File: src/rtl/ocref_gen.sv
module ocref_gen #(
  parameter int W = 16
) (
  input  logic         clk,
  input  logic         rst_n,
  input  logic [W-1:0] cnt_i,
  input  logic         dir_down_i,
  input  logic         upd_i,
  input  logic         trig_i,
  input  logic         clr_i,
  input  logic         clr_en_i,
  input  logic [2:0]   mode_i,
  input  logic         pre_en_i,
  input  logic         fast_en_i,
  input  logic         cmp_wr_i,
  input  logic [W-1:0] cmp_wdata_i,
  output logic         ref_o
);
  logic [W-1:0] cmp_act, cmp_hold;
  logic         eq_q, lt_q, gt_q, dn_q, trig_q, clr_q, fast_q;
  logic [2:0]   mode_q;
  logic         pwm_lvl, ref_d;

  always_ff @(posedge clk or negedge rst_n) begin
    if (!rst_n) begin
      cmp_act  <= '0;
      cmp_hold <= '0;
    end else begin
      if (cmp_wr_i) cmp_hold <= cmp_wdata_i;
      if (cmp_wr_i && !pre_en_i) cmp_act <= cmp_wdata_i;
      else if (upd_i && pre_en_i) cmp_act <= cmp_hold;
    end
  end

  always_ff @(posedge clk or negedge rst_n) begin
    if (!rst_n) begin
      eq_q <= 1'b0; lt_q <= 1'b0; gt_q <= 1'b0; dn_q <= 1'b0;
      trig_q <= 1'b0; clr_q <= 1'b0; fast_q <= 1'b0; mode_q <= 3'b000;
    end else begin
      eq_q   <= cnt_i == cmp_act;
      lt_q   <= cnt_i < cmp_act;
      gt_q   <= cnt_i > cmp_act;
      dn_q   <= dir_down_i;
      trig_q <= trig_i;
      clr_q  <= clr_en_i && clr_i;
      fast_q <= fast_en_i;
      mode_q <= mode_i;
    end
  end

  assign pwm_lvl = (fast_q && trig_q) ? dn_q : (dn_q ? !gt_q : lt_q);

  always_comb begin
    ref_d = ref_o;
    unique case (mode_q)
      3'b000: ref_d = ref_o;
      3'b001: if (eq_q) ref_d = 1'b1;
      3'b010: if (eq_q) ref_d = 1'b0;
      3'b011: if (eq_q) ref_d = !ref_o;
      3'b100: ref_d = 1'b0;
      3'b101: ref_d = 1'b1;
      3'b110: ref_d = pwm_lvl;
      3'b111: ref_d = !pwm_lvl;
      default: ref_d = ref_o;
    endcase
    if (clr_q) ref_d = 1'b0;
  end

  always_ff @(posedge clk or negedge rst_n) begin
    if (!rst_n) ref_o <= 1'b0;
    else        ref_o <= ref_d;
  end
endmodule


File: config.mk
export PLATFORM = sky130hd
export DESIGN_NAME = ocref_gen
export DESIGN_NICKNAME = d
export VERILOG_FILES = /design/src/rtl/ocref_gen.sv
export SDC_FILE = /design/constraint.sdc
export NUM_CORES = 1
export LEC_CHECK = 0
export ABC_AREA = 1
export BUFFER_PORTS_ARGS = -buffer_cell sky130_fd_sc_hd__buf_2
export CORE_UTILIZATION = 40
export CTS_BUF_LIST = sky130_fd_sc_hd__clkbuf_8
export DETAILED_ROUTE_END_ITERATION = 10
export GPL_TIMING_DRIVEN = 0
export PLACE_DENSITY = 0.58
export SYNTH_ARGS = -nofsm -noshare
export SYNTH_HDL_FRONTEND = slang
export SYNTH_SLANG_ARGS = --single-unit
File: constraint.sdc
create_clock -name clk -period 1.5 [get_ports clk]
set_clock_uncertainty 0.05 [all_clocks]
set_input_delay 0.15 -clock clk [delete_from_list [all_inputs] [get_ports clk]]
set_output_delay 0.15 -clock clk [all_outputs]
set_load 0.005 [all_outputs]
==> insert_results.sql <==
INSERT INTO impl_metrics (metric_group, metric, value, unit) VALUES
('critical_path', 'setup.worst_path.start_class', 'flop', ''),
('min_path', 'hold_path_class', 'in2reg', ''),
('logic_synthesis', 'synth_warnings', '0', ''),
('route', 'antenna_violating_nets_post_route', '0', ''),
('critical_path', 'cp.required', '1.63', 'ns'),
('outcome', 'outcome', 'finished clean', ''),
('critical_path', 'worst_setup_end_kind', 'flop', ''),
('sta', 'final_setup_violation_count', '0', ''),
('route', 'drtIter0Drc', '40', ''),
('route', 'routed_wl', '4.52', 'mm'),
('logic_synthesis', 'synth_cells', '252', ''),
('placement', 'portBuffers', '45', ''),
('power_and_ir_drop', 'leakagePower', '0.00144', 'uW'),
('critical_path', 'criticalPathCategory', 'reg2reg', ''),
('global_route', 'groute.usage.overall', '17.8', '%'),
('flow_run', 'max_cap_viol_count', '0', ''),
('layout', 'stdcell_count', '384', ''),
('sta', 'fin_crit', '1.37', 'ns'),
('clock_network', 'clock_network_latency_to_the_later_pin_of_the_worst_skew_pair', '0.29', 'ns'),
('placement', 'placed_cells_incl_taps', '367', ''),
('logic_synthesis', 'number_of_register_bits_inferred_by_synthesis', '43', ''),
('power_and_ir_drop', 'post-layout-total-power', '2730', 'uW'),
('sta', 'report.final.slew_viol_count', '0', ''),
('logic_synthesis', 'synthesis.nets', '313', ''),
('layout', 'syn2layout_area_growth', '23.0', '%'),
('global_route', 'grt.overflow.total', '0', ''),
('floorplanning', 'die_h', '76.1', 'um'),
('power_and_ir_drop', 'power.density_cell_area', '1010', 'nW/um^2'),
('floorplanning', 'design.die.area', '5780', 'um^2'),
('global_route', 'grt_max_degree', '44', ''),
('clock_network', 'cts_made_buffers', '5', ''),
('route', 'drt_drc_violations_left', '0', ''),
('floorplanning', 'initial_utilization', '42.1', '%'),
('layout', 'drive_above_1_share', '23.6', '%'),
('route', 'met1Wirelength', '2.16', 'mm'),
('clock_network', 'cts.reportedPaths.clkPinSlew', '0.08', 'ns'),
('sta', 'tightestPinTransition', '0.947', 'ns'),
('global_route', 'grt_antenna_before_repair', '0', ''),
('route', 'routed.top_layer', 'met4', ''),
('logic_synthesis', 'synthesis.area_per_instance', '8.70', 'um^2'),
('sta', 'post-route-period-util', '91.6', '%'),
('placement', 'hpwlAfterDp', '3.18', 'mm'),
('floorplanning', 'rows', '26', ''),
('critical_path', 'data_arrival_critical_path', '1.51', 'ns'),
('sta', 'totalNegativeSetupSlack', '0', 'ns'),
('route', 'route.detailed.wl_per_inst', '11.8', 'um'),
('clock_network', 'cts_max_level', '2', ''),
('logic_synthesis', 'syn-cell-area', '2190', 'um^2'),
('layout', 'num_antenna_cells', '0', ''),
('sta', 'timing.fmax', '727', 'MHz'),
('sta', 'final_hold_viol_count', '0', ''),
('logic_synthesis', 'synthDistinctLibCells', '23', ''),
('floorplanning', 'top_level_ports', '46', ''),
('route', 'met2_length', '2.17', 'mm'),
('global_route', 'grt_first_pass_wirelength', '8.05', 'mm'),
('power_and_ir_drop', 'power.ir.vdd_worst', '0.000503', 'V'),
('route', 'detailroute.wirelength.met3', '135', 'um'),
('route', 'drt-vias-per-instance', '4.54', ''),
('layout', 'layout.nets', '374', ''),
('placement', 'globalplace.congestion', '0.751', ''),
('clock_network', 'cts_root_buf', 'clkbuf_8', ''),
('critical_path', 'path_max_fanout', '2', ''),
('floorplanning', 'core_area', '5200', 'um^2'),
('route', 'number_of_detailed_route_iterations_in_the_first_pass', '4', ''),
('clock_network', 'clkSinkCount', '43', ''),
('clock_network', 'cts.path.max_buffers', '2', ''),
('sta', 'rsz0062_at_grt', 'false', ''),
('global_route', 'first_global_vias', '1809', ''),
('clock_network', 'tritoncts', 'built', ''),
('floorplanning', 'dieWidth', '76.1', 'um'),
('sta', 'timing.slew.headroom', '36.9', '%'),
('logic_synthesis', 'synth_seq_area_share', '49.1', '%'),
('route', 'vias', '1745', '');
-- timing repair --
item | in CTS | in global routing
setup endpoints to repair | 0 | 2
hold endpoints to repair | 38 | 0
gates resized for setup | 0 | 2
buffers inserted | 0 | 0
hold buffers | 9 | 0
-- path summary, 6_finish.rpt --
kind | end | cells past startpoint | slack [ns] | startpoint
min reg2reg | cmp_hold[12] | 2 | 0.42 | cmp_hold[12]
min in group asynchronous | cmp_hold[0] | 2 | 0.49 | rst_n
max in group asynchronous | cmp_act[14] | 2 | 0.32 | rst_n
max reg2reg | lt_q | 8 | 0.13 | cmp_act[7]
min | cmp_hold[4] | 3 | 0.01 | cmp_wdata_i[4]
max | lt_q | 8 | 0.13 | cmp_act[7]
-- worst max-delay path, stage by stage (launching register included) --
cell     delay [ns]
dfrtp_1        0.33
inv_1          0.06
ha_1           0.29
nand2_1        0.08
nor2_2         0.14
nand2_1        0.06
nand2_1        0.07
nand2_1        0.06
and2_1         0.13
-- cell type report --
class                           count  area, um^2
Buffer                              8        48.8
Clock buffer                        7        96.3
Clock inverter                      1        3.75
Fill cell                         524        2510
Inverter                           33         124
Multi-Input combinational cell    168         947
Sequential cell                    43        1080
Tap cell                           70        87.6
Timing Repair Buffer               54         315
-- per-stage QoR --
stage / utilization (%) / setup WS (ns) / cell area (um^2) / hold WS, ns
3_3_place_gp: 48.1 / 0.0947 / 2510 / 0.209
6_report: 51.9 / 0.125 / 2700 / 0.0145
4_1_cts: 51.8 / 0.0698 / 2700 / 0.00866
2_1_floorplan: - / 0.248 / 2190 / -0.196
5_1_grt: 51.9 / 0.00454 / 2700 / 0.0252
3_5_place_dp: 48.1 / 0.0933 / 2510 / 0.210
-- cells by family (layout without fill, tap and decap cells) --
family,after synthesis,after routing,share of synthesized area [%]
adders and majority gates,16,16,9.13
DFF,43,43,49.1
and+or+nand+nor,102,102,18.4
AOI/OAI and AO/OA,50,50,15.5
buffers and inverters,41,103,7.87
-- sequential cells by signal, summed over array words and instances (netlist names) --
| register | count |
|---|---|
| trig_q | 1 |
| fast_q | 1 |
| cmp_act | 16 |
| clr_q | 1 |
| ref_o | 1 |
| dn_q | 1 |
| cmp_hold | 16 |
| gt_q | 1 |
| lt_q | 1 |
| mode_q | 3 |
| eq_q | 1 |
-- cell usage in the layout, fill, tap and decap left out, types with 2 or more instances in the layout --
| master | netlist | final |
|---|---|---|
| clkbuf_8 | 0 | 7 |
| dlygate4sd3_1 | 0 | 9 |
| o22ai_1 | 3 | 3 |
| nand3_1 | 3 | 3 |
| nand2_1 | 74 | 74 |
| buf_6 | 2 | 2 |
| dfrtp_1 | 43 | 43 |
| o22ai_2 | 10 | 10 |
| ha_1 | 16 | 16 |
| inv_2 | 3 | 4 |
| buf_2 | 3 | 48 |
| inv_1 | 30 | 30 |
| o21ai_0 | 24 | 24 |
| clkbuf_1 | 3 | 3 |
| nor2_1 | 20 | 19 |
| a21oi_1 | 9 | 9 |
-- layer usage --
layer	track usage (%)	vias up
li1	-	926
met1	22.4	786
met2	30.9	28
met3	3.83	5
met4	5.19	0
met5	0	-
-- synthesized netlist by cell type, drive strengths merged --
cell / n / area, um^2
nand2: 74 / 278
dfrtp: 43 / 1080
inv: 33 / 124
o21ai: 24 / 120
nor2: 21 / 86.3
ha: 16 / 200
o22ai: 13 / 144
a21oi: 10 / 53.8
buf: 5 / 37.5
clkbuf: 3 / 11.3
nand3: 3 / 15.0
a21o: 1 / 7.51
and2: 1 / 6.26
nand3b: 1 / 7.51
nand4: 1 / 6.26
nor3: 1 / 5.00
o211ai: 1 / 7.51
o21bai: 1 / 7.51
-- power breakdown --
group | internal [uW] | switching, uW | leakage [uW]
sequential | 1290 | 41.4 | 0.000523
combinational | 262 | 336 | 0.000858
clock | 414 | 384 | 0.0000557
total | 1960 | 761 | 0.00144
Power figures use the tool's default switching activity.
